[src/rtl/pswallow_pkg.sv]
package pswallow_pkg;
  // Level driven on the modulus-control pin.
  typedef enum logic {
    MC_SWALLOW = 1'b0,
    MC_PASS    = 1'b1
  } mc_lvl_e;
endpackage

[src/rtl/pswallow_prog.sv]
// Conditions the programming words: N of 0 is run as 1, A is widened and clamped to N.
module pswallow_prog #(
  parameter int N_W = 10,
  parameter int A_W = 6
) (
  input  logic [N_W-1:0] n_val,
  input  logic [A_W-1:0] a_val,
  output logic [N_W-1:0] n_eff,
  output logic [N_W-1:0] a_eff
);
  logic [N_W-1:0] a_wide;

  generate
    if (A_W < N_W) begin : g_ext
      assign a_wide = {{(N_W-A_W){1'b0}}, a_val};
    end else begin : g_same
      assign a_wide = a_val[N_W-1:0];
    end
  endgenerate

  always_comb begin
    n_eff = (n_val == '0) ? N_W'(1) : n_val;
    a_eff = (a_wide > n_eff) ? n_eff : a_wide;
  end
endmodule

[src/rtl/pswallow_main.sv]
// Main count: edges left in the current division cycle, reload at the last one.
module pswallow_main #(
  parameter int N_W = 10
) (
  input  logic           fin,
  input  logic           rst_n,
  input  logic [N_W-1:0] n_eff,
  output logic [N_W-1:0] n_rem,
  output logic           reload,
  output logic           fv
);
  assign reload = (n_rem == N_W'(1));

  always_ff @(posedge fin or negedge rst_n) begin
    if (!rst_n) begin
      n_rem <= N_W'(1);
      fv    <= 1'b0;
    end else if (reload) begin
      n_rem <= n_eff;
      fv    <= 1'b1;
    end else begin
      n_rem <= n_rem - N_W'(1);
      fv    <= 1'b0;
    end
  end

  // strobe only after a terminal edge
  p_fv_after_wrap_r2: assert property (@(posedge fin) disable iff (!rst_n)
    !reload |=> !fv);

  // remaining count stays live
  p_nrem_live_r2: assert property (@(posedge fin) disable iff (!rst_n)
    n_rem != '0);
endmodule

[src/rtl/pswallow_aux.sv]
// Swallow count: edges left with modulus control low.
module pswallow_aux
  import pswallow_pkg::*;
#(
  parameter int N_W = 10
) (
  input  logic           fin,
  input  logic           rst_n,
  input  logic           reload,
  input  logic [N_W-1:0] a_eff,
  output logic [N_W-1:0] a_rem,
  output logic           mc
);
  mc_lvl_e lvl;

  always_ff @(posedge fin or negedge rst_n) begin
    if (!rst_n) begin
      a_rem <= '0;
    end else if (reload) begin
      a_rem <= a_eff;
    end else if (a_rem != '0) begin
      a_rem <= a_rem - N_W'(1);
    end
  end

  assign lvl = (a_rem == '0) ? MC_PASS : MC_SWALLOW;
  assign mc  = logic'(lvl);

  // once passing, control stays high until the cycle ends
  p_mc_hold_r3: assert property (@(posedge fin) disable iff (!rst_n)
    (mc && !reload) |=> mc);
endmodule

[src/rtl/pswallow_ctrl.sv]
// Dual-modulus pulse-swallow controller top.
module pswallow_ctrl #(
  parameter int N_W = 10,
  parameter int A_W = 6
) (
  input  logic           fin,
  input  logic           rst_n,
  input  logic [N_W-1:0] n_val,
  input  logic [A_W-1:0] a_val,
  output logic           mc,
  output logic           fv
);
  logic [N_W-1:0] n_eff;
  logic [N_W-1:0] a_eff;
  logic [N_W-1:0] n_rem;
  logic [N_W-1:0] a_rem;
  logic           reload;

  pswallow_prog #(.N_W(N_W), .A_W(A_W)) u_prog (
    .n_val (n_val),
    .a_val (a_val),
    .n_eff (n_eff),
    .a_eff (a_eff)
  );

  pswallow_main #(.N_W(N_W)) u_main (
    .fin    (fin),
    .rst_n  (rst_n),
    .n_eff  (n_eff),
    .n_rem  (n_rem),
    .reload (reload),
    .fv     (fv)
  );

  pswallow_aux #(.N_W(N_W)) u_aux (
    .fin    (fin),
    .rst_n  (rst_n),
    .reload (reload),
    .a_eff  (a_eff),
    .a_rem  (a_rem),
    .mc     (mc)
  );

  // swallow count never outlasts the main count
  p_swallow_bound_r5: assert property (@(posedge fin) disable iff (!rst_n)
    a_rem <= n_rem);

  // a strobe means a fresh cycle of at least one edge
  p_fv_fresh_r2: assert property (@(posedge fin) disable iff (!rst_n)
    fv |-> (n_rem != '0));
endmodule

[config.mk]
export PLATFORM = sky130hd
export DESIGN_NAME = pswallow_ctrl
export DESIGN_NICKNAME = d
export VERILOG_FILES = /design/src/rtl/pswallow_pkg.sv /design/src/rtl/pswallow_prog.sv /design/src/rtl/pswallow_main.sv /design/src/rtl/pswallow_aux.sv /design/src/rtl/pswallow_ctrl.sv
export SDC_FILE = /design/constraint.sdc
export NUM_CORES = 1
export LEC_CHECK = 0
export BUFFER_PORTS_ARGS = -buffer_cell sky130_fd_sc_hd__buf_2
export CAP_MARGIN = 5
export CORE_MARGIN = 10
export CORE_UTILIZATION = 45
export DETAILED_ROUTE_END_ITERATION = 10
export GPL_ROUTABILITY_DRIVEN = 0
export MAX_ROUTING_LAYER = met4
export PLACE_DENSITY = 0.66
export SYNTH_ARGS = -nofsm -noshare
export SYNTH_HDL_FRONTEND = slang
export SYNTH_HIERARCHICAL = 1
export SYNTH_SLANG_ARGS = --single-unit
[constraint.sdc]
create_clock -name fin -period 2.3 [get_ports fin]
set_clock_uncertainty 0.1 [all_clocks]
set_input_delay 0 -clock fin [delete_from_list [all_inputs] [get_ports fin]]
set_output_delay 0 -clock fin [all_outputs]
set_load 0.03 [all_outputs]
# --- Word level (Yosys, flattened, before mapping) ---
# Index checks and enable logic that the tools add are counted.
totals:
  in_bits: 18
  out_inout_bits: 2
  elab_cells: 18
  register_bits: 21
classes:
  add_sub_neg: 2
  reduce_logical: 4
  eq_ne: 1
  magnitude_cmp: 1
  n_mux: 7
op_table:
  columns: ["operator", "count"]
  rows:
  - ["10-bit 2-to-1 mux", 5]
  - ["10-bit logical NOT", 2]
  - ["10-bit by 1-bit subtractor with 10-bit output, second input constant", 2]
  - ["10-bit by 1-bit equality test with 1-bit output, second input constant", 1]
  - ["6-bit by 10-bit > comparator with 1-bit output", 1]
  - ["10-bit nonzero test", 1]
  - ["1-bit 2-to-1 mux", 2]
  - ["2-bit nonzero test", 1]

# --- Longest topological paths before layout ---
# Gate-level depths: netlist (run 1).
depth:
  depth_word: 5
  depth_mapped: 10
  mapped_depth_nobuf: 10

# --- Hierarchy ---
# Netlist (run 1), hierarchy kept.
modules_own_cells:
  columns: ["mod", "area_each_um2", "cells_each", "seq_area_each_um2", "instances"]
  rows:
  - ["pswallow_main", 665.6, 63, 276.5, 1]
  - ["pswallow_aux", 594.3, 67, 250.2, 1]
  - ["pswallow_prog", 354.1, 46, 0.0, 1]

# --- Least setup slack after synthesis (run 1) ---
# OpenSTA, ideal clock, no wires.
synth_timing:
  path_type: "input to register"
  startpoint: "input n_val[4]"
  endpoint: "register u_aux.a_rem[1]"
  path_buffers: 0
  t_arrival_ps: 1942
  slack_ps: 134
  stages: 9
  required_time_ps: 2075
  setup_time_ps: 125
  path_cell_list: "or4_1 nor2_1 a21o_2 ha_1 nand2_1 o21ai_2 a31oi_4 mux2_2 mux2_2"
synth_between:
  elab_chain_len: 5
synth_rtl:
  columns: ["item", "line_no", "source"]
  rows:
  - ["start: declaration", "pswallow_ctrl.sv:8", "input logic [N_W-1:0] n_val,"]
  - ["10-bit logical NOT", "pswallow_prog.sv:22", "n_eff = (n_val == '0) ? N_W'(1) : n_val;"]
  - ["10-bit 2-to-1 mux", "pswallow_prog.sv:22", null]
  - ["via n_eff[0]", "pswallow_ctrl.sv:13", "logic [N_W-1:0] n_eff;"]
  - ["6-bit by 10-bit > comparator with 1-bit output", "pswallow_prog.sv:23", "a_eff = (a_wide > n_eff) ? n_eff : a_wide;"]
  - ["10-bit 2-to-1 mux", "pswallow_prog.sv:23", null]
  - ["via a_eff[1]", "pswallow_ctrl.sv:14", "logic [N_W-1:0] a_eff;"]
  - ["10-bit 2-to-1 mux", "pswallow_aux.sv:19", "end else if (reload) begin"]
  - ["end signal: assignment", "pswallow_aux.sv:22", "a_rem <= a_rem - N_W'(1);"]
  - ["end: declaration", "pswallow_aux.sv:11", "output logic [N_W-1:0] a_rem,"]
# The timed path passes the listed nets, and every way through them passes these cells.
# A chain may end at the register's enable or synchronous reset.

# --- Final worst setup path (run 1) ---
layout_timing:
  startpoint: "input n_val[5]"
  endpoint: "register u_aux.a_rem[2]"
layout_between:
  elab_chain_len: 5
layout_rtl:
  columns: ["item", "line_no"]
  rows:
  - ["10-bit logical NOT", "pswallow_prog.sv:22"]
  - ["10-bit 2-to-1 mux (*)", "pswallow_prog.sv:22"]
  - ["6-bit by 10-bit > comparator with 1-bit output", "pswallow_prog.sv:23"]
  - ["10-bit 2-to-1 mux (*)", "pswallow_prog.sv:23"]
  - ["via a_eff[2]", "pswallow_ctrl.sv:14"]
  - ["10-bit 2-to-1 mux (*)", "pswallow_aux.sv:19"]
# Mark *: on every way through the listed nets, which the timed path passes. The rest lies on a longest branch.

==> results.md, run 1 <==
- Crit-path cells: buf_2, dlygate4sd3_1, buf_4, inv_1, ha_1, nand4_1, o21bai_2, a31oi_4, buf_4, mux2_2, nand2_1, o21ai_0
- Final instance area: around 1900 sq um
- Hold Vio Cnt, Final: 0
- Number of port buffers: 19
- Setup WS pre-CTS: -0.0375 ns
- Worst setup margin: just over 0.07 ns
- Share of the synthesized area in the top cell type: between 30% and 40%
- Die width: around 80 um
- Clock power share: around a tenth
- Async S/R FF share, synth: 100%
- Final Max Slew Viols: 0
- Status: finished clean
- Clk buf depth: 2
- Die height: around 80 um
- Max_cap viols: 0
- Critical Path Slowest Stage Cell: dlygate4sd3_1
- Via count: 1,300
- Core Box Area: between 3000 and 4000 sq um
- Yosys top cell by area: dfrtp_1
- Share of cells above drive strength 1: 25.6%
- Leakage: 0.856 nW
- Seq cells post-synth: 21
- Crit end category: register
- Commonest cells after routing, fill and taps aside: nor2_1 (24), dfrtp_1 (20), buf_2 (19)
- Achievable frequency: 449 MHz
- Initial Util: between 40% and 50%
- First-pass GRT wire length: between 6 and 7 mm
- Worst reg-to-reg setup slack: roughly 0.52 ns
- Worst Hold Depth: 4
- Clock latency on the worst-skew pair: 0.30 ns
- Via density per instance: 5.14
- WS Path Type: in2reg
- Mapped Area: between 1500 and 2000 sq um
- Largest net degree at the start of global routing: 22
- DR WL/cell: about 15 um
- Crit path launch: n_val[5]
- RSZ-0062 raised after global routing: no
- Fin Setup TNS: 0 ns
- Drt pass-1 iters: 4
- Register share of total power: 46.8%
- Period utilization: 96.9%
- Die area: 6380 sq um
- WP data arrival: 2.32 ns
- Commonest non-fill, non-tap cell in the layout: nor2_1
- I/O pins: 20
- Avg Cell Area, Syn: between 9 and 10 sq um
- Net switching power: 0.000732 W
- Power Density: 914 nW/um^2
- Post-place instance area: approximately 1700 sq um
- Peak supply drop: approximately 0.00044 V
- H-tree depth: 1
- Net count, final: approximately 240
- GRT overflow: 0
- Pint: between 0.001 and 0.0015 W
- CTS tree: built
- Worst hold path type: in2reg
- TritonCTS buffer count: 3
- Initial antenna violation count: 0
- CP most frequent cell: buf_4
- Setup crit start kind: input port
- Combinational share of power: between 40 and 50%
- Sw Ratio: 41.9%
- Post-DRT Antenna Nets: 0
- Distinct cells, synth: 45
- Routed WL: ~3.7 mm
- First DRT Iteration DRCs: 58
- Tmin final: 2.23 ns
- Final non-filler cell total: 253
- Vias in the first global route: 1,421
- Largest cells by area after synthesis: dfrtp_1 (31%), ha_1 (7.0%), nor2_1 (5.6%)
- CTS root buf: clkbuf_4
- Top_reg_cell synth: dfrtp_1
- Reg-to-Reg End: u_aux/a_rem[1]
- # setup viols final: 0
- CTS sink cnt: 21
- Worst R2R Path Depth: 5
- HP Start: n_val[2]
- Seq/Total Area, Yosys: about 33%
- Slowest cell delay on critical path: approximately 0.55 ns
- # diodes: 0
- DP HPWL: 2.76 mm
- Synthesized instance count: around 180
- Max FO, Critical Path: 4
- Worst relative slew slack: roughly three fifths
- Clock slew at reported path FFs: roughly 0.11 ns
- Layout overhead on the synthesized area: 18.3%
- Yosys warnings: 6
- DRC violations left: 0
- DP Cell Count: between 200 and 250
- Total track usage: ~12%
- # rows: 21
- EDFF count, synth: 0
- Slew @ Worst Pin: about 0.58 ns
- WP data required: roughly 2.4 ns
- Hold endpoint: u_aux/a_rem[2]
- Worst r2r src: u_main/n_rem[4]
## logic make-up (layout without fill, tap and decap cells)
logic type / Yosys count / count (layout) / share of synthesized area, %
simple gates: 62 / 62 / 24.3
compound gates: 32 / 32 / 14.3
buf+inv: 30 / 58 / 8.76
flops: 21 / 21 / 32.6
mux: 12 / 12 / 7.91
fa+ha+maj: 9 / 9 / 6.98
xor+xnor: 9 / 9 / 4.88
other cells: 1 / 4 / 0.232
## what timing repair did
| item | in CTS | in global routing |
|---|---|---|
| buffers inserted | 0 | 1 |
| endpoints found under the hold margin | 33 | 0 |
| resized for setup | 0 | 1 |
| hold buffers | 13 | 0 |
| setup endpoints to repair | 0 | 5 |
## sequential cells by signal, summed over array words and instances, names as in the netlist
name,count
u_aux/a_rem,10
u_main/n_rem,10
u_main/fv,1
## cells in the mapped netlist, types with 2 or more instances
cell type,instances
a31oi_1,2
buf_4,4
clkbuf_1,10
nand2_1,11
nand3b_1,2
xnor2_1,6
mux2i_1,6
dfrtp_1,20
nor4_4,4
nor2_1,24
a21o_2,2
a21oi_2,2
mux2_2,6
a211oi_1,2
a21oi_1,12
nor3_1,3
xor2_1,3
ha_1,9
inv_1,14
nand3_1,4
o21ai_0,2
nor2b_1,5
## through the flow
step           utilization [%]  hold WS [ns]  total power [W]
2_1_floorplan                -        -0.396          0.00138
3_3_place_gp              51.4        -0.122          0.00151
3_5_place_dp              51.4        -0.107          0.00156
4_1_cts                   56.0       0.00193          0.00176
5_1_grt                   56.3       0.00858          0.00190
6_report                  56.3        0.0297          0.00175
## worst max path at each step
stage | endpoint | slack, ns
floorplan | u_aux/a_rem[1] | 0.13
global placement | u_aux/a_rem[1] | 0.04
detailed placement | u_aux/a_rem[2] | -0.04
CTS | u_aux/a_rem[2] | 0.03
global route | u_aux/a_rem[4] | 0.0008
finish | u_aux/a_rem[2] | 0.07
## power by group through the flow
stage | clock (W) | sequential [W] | combinational [W]
CTS | 0.000186 | 0.000820 | 0.000750
detailed placement | 0 | 0.000828 | 0.000728
finish | 0.000176 | 0.000818 | 0.000752
global route | 0.000207 | 0.000848 | 0.000846
floorplan | 0 | 0.000781 | 0.000597
global placement | 0 | 0.000812 | 0.000698
## per-layer routing
layer	part of all wire (%)	GRT usage, %
met1	43	12.4
met2	54	22.6
met3	1.8	1.91
met4	1.1	4.23
met5	0	-
## cell type report
class | instances | area [sq um]
inverter | 14 | 52.6
timing repair buffer | 40 | 285
fill | 308 | 1480
clock buffer | 4 | 26.3
multi-input combinational | 128 | 961
tap | 46 | 57.6
sequential | 21 | 527
## worst max-delay path: cells and delay by family
| kind | cells | cell delay (ns) |
|---|---|---|
| buffers and inverters | 5 | 0.97 |
| AO/OA/AOI/OAI | 3 | 0.53 |
| multiplexers | 1 | 0.32 |
| adder cells (fa/ha/maj) | 1 | 0.30 |
| AND/OR/NAND/NOR | 2 | 0.19 |
Power figures use the tool's default switching activity.
==> run 2, diff against run 1 <==
--- a/config.mk
+++ b/config.mk
@@ -5,7 +5,7 @@
 export SDC_FILE = /design/constraint.sdc
 export NUM_CORES = 1
 export LEC_CHECK = 0
-export BUFFER_PORTS_ARGS = -buffer_cell sky130_fd_sc_hd__buf_2
+export BUFFER_PORTS_ARGS = -buffer_cell sky130_fd_sc_hd__clkbuf_2
 export CAP_MARGIN = 5
 export CORE_MARGIN = 10
 export CORE_UTILIZATION = 45
==> results.md, run 2 (synthesis gave the netlist of run 1 again) <==
- Max_cap viols: 0 (unchanged)
- First DRT Iteration DRCs: 61 (+5.2%)
- Worst r2r src: u_main/n_rem[4]
- Total track usage: 13.0% (+0.85 points)
- Hold Vio Cnt, Final: 0 (unchanged)
- Number of port buffers: 19 (unchanged)
- Share of cells above drive strength 1: 26.0% (+0.36 points)
- Via count: 1,303 (+0.23%)
- Die height: 79.9 um (unchanged)
- Die width: 79.9 um (unchanged)
- Tmin final: 2.25 ns (+0.0240 ns)
- Clock slew at reported path FFs: 0.13 ns (+0.02 ns)
- Commonest non-fill, non-tap cell in the layout: nor2_1
- Slew @ Worst Pin: 0.574 ns (-0.00392 ns)
- Max FO, Critical Path: 4 (unchanged)
- Initial Util: 47.6% (unchanged)
- Worst hold path type: in2reg
- TritonCTS buffer count: 3 (unchanged)
- CTS sink cnt: 21 (unchanged)
- Clock latency on the worst-skew pair: 0.32 ns (+0.02 ns)
- CTS root buf: clkbuf_4
- Register share of total power: 46.1% (-0.7 points)
- Routed WL: 3.71 mm (+0.93%)
- Reg-to-Reg End: u_aux/a_rem[1]
- Top flop regs: u_aux/a_rem (10), u_main/n_rem (10), u_main/fv (1)
- Worst Hold Margin: 0.0314 ns (+0.00163 ns)
- Setup crit start kind: input port
- # rows: 21 (unchanged)
- WS Path Type: in2reg
- Peak supply drop: 0.000486 V (+9.3%)
- Critical Path Slowest Stage Cell: dlygate4sd3_1
- Largest net degree at the start of global routing: 22 (unchanged)
- # setup viols final: 0 (unchanged)
- Power Density: 912 nW/um^2 (-0.23%)
- Crit path launch: n_val[5]
- Worst reg-to-reg setup slack: 0.50 ns (-0.02 ns)
- Initial antenna violation count: 0 (unchanged)
- Leakage: 0.869 nW (+1.5%)
- Commonest cells after routing, fill and taps aside: nor2_1 (24), dfrtp_1 (20), clkbuf_2 (17)
- DRC violations left: 0 (unchanged)
- Combinational share of power: 42.9% (-0.2 points)
- Worst setup endpoint: u_aux/a_rem[1]
- Post-place instance area: 1740 sq um (unchanged)
- Die area: 6380 sq um (unchanged)
- Core Box Area: 3390 sq um (unchanged)
- Net count, final: 236 (+0.43%)
- WP data required: 2.42 ns (+0.03 ns)
- GRT overflow: 0 (unchanged)
- Worst R2R Path Depth: 5 (unchanged)
- Drt pass-1 iters: 4 (unchanged)
- I/O pins: 20 (unchanged)
- Clk buf depth: 2 (unchanged)
- Clock power share: 11.0% (+0.9 points)
- DR WL/cell: 14.6 um (+0.53%)
- Worst relative slew slack: 61.5% (+0.26 points)
- Vias in the first global route: 1,433 (+0.84%)
- Period utilization: 97.9% (+1.0 points)
- H-tree depth: 1 (unchanged)
- Crit end category: register
- CP most frequent cell: mux2_2
- # diodes: 0 (unchanged)
- WP data arrival: 2.37 ns (+0.05 ns)
- Filler cell count: 298 (-3.2%)
- Status: finished clean
- Final Max Slew Viols: 0 (unchanged)
- DP HPWL: 2.80 mm (+1.6%)
- Pint: 0.00101 W (about the same)
- Slowest cell delay on critical path: 0.58 ns (+0.03 ns)
- Net switching power: 0.000753 W (+2.9%)
- Sw Ratio: 42.6% (+0.72 points)
- Final instance area: 1940 sq um (+1.4%)
- Crit-path cells: clkbuf_2, dlygate4sd3_1, buf_4, inv_1, ha_1, nand4_1, o21bai_4, a31oi_4, mux2_2, mux2_2
- CTS tree: built
- Post-DRT Antenna Nets: 0 (unchanged)
- Achievable frequency: 444 MHz (-1.1%)
- Via density per instance: 5.13 (-0.16%)
- Layout overhead on the synthesized area: 20.0%
- First-pass GRT wire length: 6.55 mm (+6.0%)
-- run 2: layout make-up --
class	instances	area, sq um	share of cell area [%]
Clock inverter	1	5.00	0.258
Timing Repair Buffer	41	304	15.7
Inverter	14	52.6	2.71
Tap cell	46	57.6	2.97
Clock buffer	3	22.5	1.16
Sequential cell	21	527	27.2
Multi-Input combinational cell	128	968	50.0
-- run 2: worst min-delay path by stage --
stage	from	endpoint	slack, ns	depth (start not counted)
after floorplan	rst_n	u_aux/a_rem[0]	-0.40	0
after global placement	rst_n	u_main/n_rem[2]	-0.10	1
after detailed placement	rst_n	u_main/n_rem[9]	-0.09	1
after CTS	a_val[3]	u_aux/a_rem[3]	0.01	4
after global routing	a_val[3]	u_aux/a_rem[3]	0.07	4
final	a_val[3]	u_aux/a_rem[3]	0.03	4
-- run 2: layer usage --
metal / wire (um) / part of all wire [%] / global-route usage [%]
met1: 1600 / 43 / 14.5
met2: 1920 / 52 / 21.4
met3: 77 / 2.1 / 2.36
met4: 112 / 3.0 / 6.87
met5: 0 / 0 / -
-- run 2: metrics by stage --
step	TNS [ns]	setup slack (ns)	util [%]	instances	total power, W
6_report	0	0.0477	57.1	254	0.00177
5_1_grt	-0.0233	-0.0233	57.1	254	0.00192
4_1_cts	0	0.00665	56.3	253	0.00178
3_5_place_dp	-0.0943	-0.0301	51.4	235	0.00156
3_3_place_gp	0	0.0401	51.4	235	0.00151
2_1_floorplan	0	0.134	-	179	0.00138
-- run 2: repair_timing --
item	CTS	global route
buffers inserted	0	3
endpoints found under the setup margin	0	5
gates resized for setup	0	3
hold buffers	14	0
endpoints found under the hold margin	34	0
-- run 2: worst max-delay path, delay by kind of cell --
| family | cells | cell delay [ns] |
|---|---|---|
| compound gates | 2 | 0.45 |
| fa+ha+maj | 1 | 0.30 |
| buf+inv | 4 | 0.86 |
| mux | 2 | 0.61 |
| simple gates | 1 | 0.15 |
-- run 2: power by group through the flow --
stage	clock [W]	combinational (W)	sequential (W)
after global routing	0.000211	0.000859	0.000850
after floorplan	0	0.000597	0.000781
after detailed placement	0	0.000732	0.000828
after CTS	0.000202	0.000757	0.000819
after global placement	0	0.000701	0.000812
final	0.000194	0.000758	0.000815
==> run 3, diff against run 2 <==
--- a/config.mk
+++ b/config.mk
@@ -7,7 +7,7 @@
 export LEC_CHECK = 0
 export BUFFER_PORTS_ARGS = -buffer_cell sky130_fd_sc_hd__clkbuf_2
 export CAP_MARGIN = 5
-export CORE_MARGIN = 10
+export CORE_ASPECT_RATIO = 0.5
 export CORE_UTILIZATION = 45
 export DETAILED_ROUTE_END_ITERATION = 10
 export GPL_ROUTABILITY_DRIVEN = 0
==> results.md, run 3 (synthesis gave the netlist of run 1 again) <==
- Drt pass-1 iters: 4 (unchanged)
- Initial antenna violation count: 0 (unchanged)
- Final Max Slew Viols: 0 (unchanged)
- Hold endpoint: u_main/n_rem[3]
- # diodes: 0 (unchanged)
- Worst R2R Path Depth: 5 (unchanged)
- Setup crit start kind: input port
- Via density per instance: 4.86 (-5.3%)
- Clock latency on the worst-skew pair: 0.26 ns (-0.06 ns)
- Worst hold path type: in2reg
- Hold Vio Cnt, Final: 0 (unchanged)
- Crit end category: register
- DP HPWL: 2.32 mm (-17%)
- RSZ-0062 raised after global routing: no
- Tmin final: 2.22 ns (-0.0303 ns)
- Die height: 44.4 um (-44%)
- CTS tree: built
- Vias in the first global route: 1,145 (-20%)
- GRT overflow: 0 (unchanged)
- Total track usage: 18.5% (+5.5 points)
- Routed WL: 3.01 mm (-19%)
- WP data required: 2.34 ns (-0.08 ns)
- Fin Setup TNS: 0 ns (unchanged)
- Max FO, Critical Path: 3 (-1)
- Worst setup margin: 0.0779 ns (+0.0303 ns)
- WP data arrival: 2.27 ns (-0.10 ns)
- Worst Hold Depth: 4 (unchanged)
- Slew @ Worst Pin: 0.535 ns (-0.0390 ns)
- Layout overhead on the synthesized area: 14.8%
- Setup WS pre-CTS: 0.0148 ns (+0.0449 ns)
- HP Start: n_val[3]
- Commonest cells after routing, fill and taps aside: nor2_1 (24), dfrtp_1 (20), clkbuf_2 (18)
- I/O pins: 20 (unchanged)
- # rows: 14 (-33%)
- Initial Util: 50.4% (+2.7 points)
- Period utilization: 96.6% (-1.3 points)
- Number of port buffers: 19 (unchanged)
- Core Box Area: 3210 sq um (-5.4%)
- Worst reg-to-reg setup slack: 0.50 ns (about the same)
- First DRT Iteration DRCs: 23 (-62%)
- Peak supply drop: 0.000416 V (-14%)
- CTS sink cnt: 21 (unchanged)
- Worst Hold Margin: 0.00846 ns (-0.0229 ns)
- WS Path Type: in2reg
- Largest net degree at the start of global routing: 22 (unchanged)
- Clk buf depth: 2 (unchanged)
- # setup viols final: 0 (unchanged)
- TritonCTS buffer count: 3 (unchanged)
- Worst r2r src: u_main/n_rem[4]
- Post-DRT Antenna Nets: 0 (unchanged)
- Achievable frequency: 450 MHz (+1.4%)
- Die area: 3840 sq um (-40%)
- Clock slew at reported path FFs: 0.07 ns (-0.06 ns)
- CTS root buf: clkbuf_8
- Top flop regs: u_aux/a_rem (10), u_main/n_rem (10), u_main/fv (1)
- Power Density: 960 nW/um^2 (+5.2%)
- Worst relative slew slack: 64.1% (+2.6 points)
- Filler cell count: 282 (-5.4%)
- Reg-to-Reg End: u_aux/a_rem[1]
- Die width: 86.7 um (+8.5%)
- Status: finished clean
- DR WL/cell: 12.2 um (-17%)
- Leakage: 0.838 nW (-3.5%)
- H-tree depth: 1 (unchanged)
- Via count: 1,200 (-7.9%)
- DRC violations left: 0 (unchanged)
- Net count, final: 227 (-3.8%)
- Commonest non-fill, non-tap cell in the layout: nor2_1
- Share of cells above drive strength 1: 26.1% (+0.17 points)
- Max_cap viols: 0 (unchanged)
- First-pass GRT wire length: 5.13 mm (-22%)
## run 3: how the worst max path moves through the flow
stage                  start             end  slack [ns]  cells after the start
finish              n_val[9]  u_aux/a_rem[2]        0.08                     11
detailed placement  n_val[4]  u_aux/a_rem[5]        0.01                     12
CTS                 n_val[6]  u_aux/a_rem[5]        0.02                     12
global route        n_val[9]  u_aux/a_rem[5]        0.01                     11
global placement    n_val[4]  u_aux/a_rem[5]        0.04                     12
floorplan           n_val[4]  u_aux/a_rem[1]        0.13                      9
## run 3: cell type report
type	instances	area, sq um	share of cell area, %
well taps	48	60.1	3.24
inverters	14	52.6	2.84
clock buffers	4	45.0	2.43
flip-flops and latches	21	527	28.4
multi-input cells	128	957	51.7
repair buffers	32	211	11.4
## run 3: report_power, final
part | internal [W] | switching, W | leakage, nW
Clock | 0.000123 | 0.000119 | 0.0228
Sequential | 0.000553 | 0.000263 | 0.251
Combinational | 0.000386 | 0.000335 | 0.565
Total | 0.00106 | 0.000717 | 0.838
## run 3: routing by layer
| metal | vias up | routed length, um | part of all wire (%) | global-route usage (%) |
|---|---|---|---|---|
| li1 | 636 | - | - | - |
| met1 | 550 | 1480 | 49 | 23.9 |
| met2 | 14 | 1450 | 48 | 29.4 |
| met3 | 0 | 79 | 2.6 | 5.04 |
| met4 | 0 | 0 | 0 | 4.00 |
| met5 | - | 0 | 0 | - |
## run 3: repair_timing
item                                    CTS  global route
setup buffers                             0             1
endpoints found under the setup margin    0             5
hold buffers                              5             0
resized for setup                         0             1
hold endpoints to repair                 25             0
## run 3: critical path, cell delays in order
cell and delay (ns):
dlygate4sd3_1 0.61, nor4_4 0.30, a21o_2 0.19, ha_1 0.22
nand2_1 0.08, o21ai_2 0.07, a31oi_4 0.19, buf_4 0.16
mux2_2 0.32, nand2_1 0.06, o21ai_0 0.07
## run 3: stage by stage
| step | power, W | area (sq um) | util, % | std cells |
|---|---|---|---|---|
| 6_report | 0.00178 | 1850 | 57.8 | 247 |
| 5_1_grt | 0.00194 | 1850 | 57.8 | 247 |
| 4_1_cts | 0.00179 | 1850 | 57.6 | 247 |
| 3_5_place_dp | 0.00153 | 1750 | 54.6 | 238 |
| 3_3_place_gp | 0.00151 | 1750 | 54.6 | 238 |
| 2_1_floorplan | 0.00138 | 1630 | - | 179 |
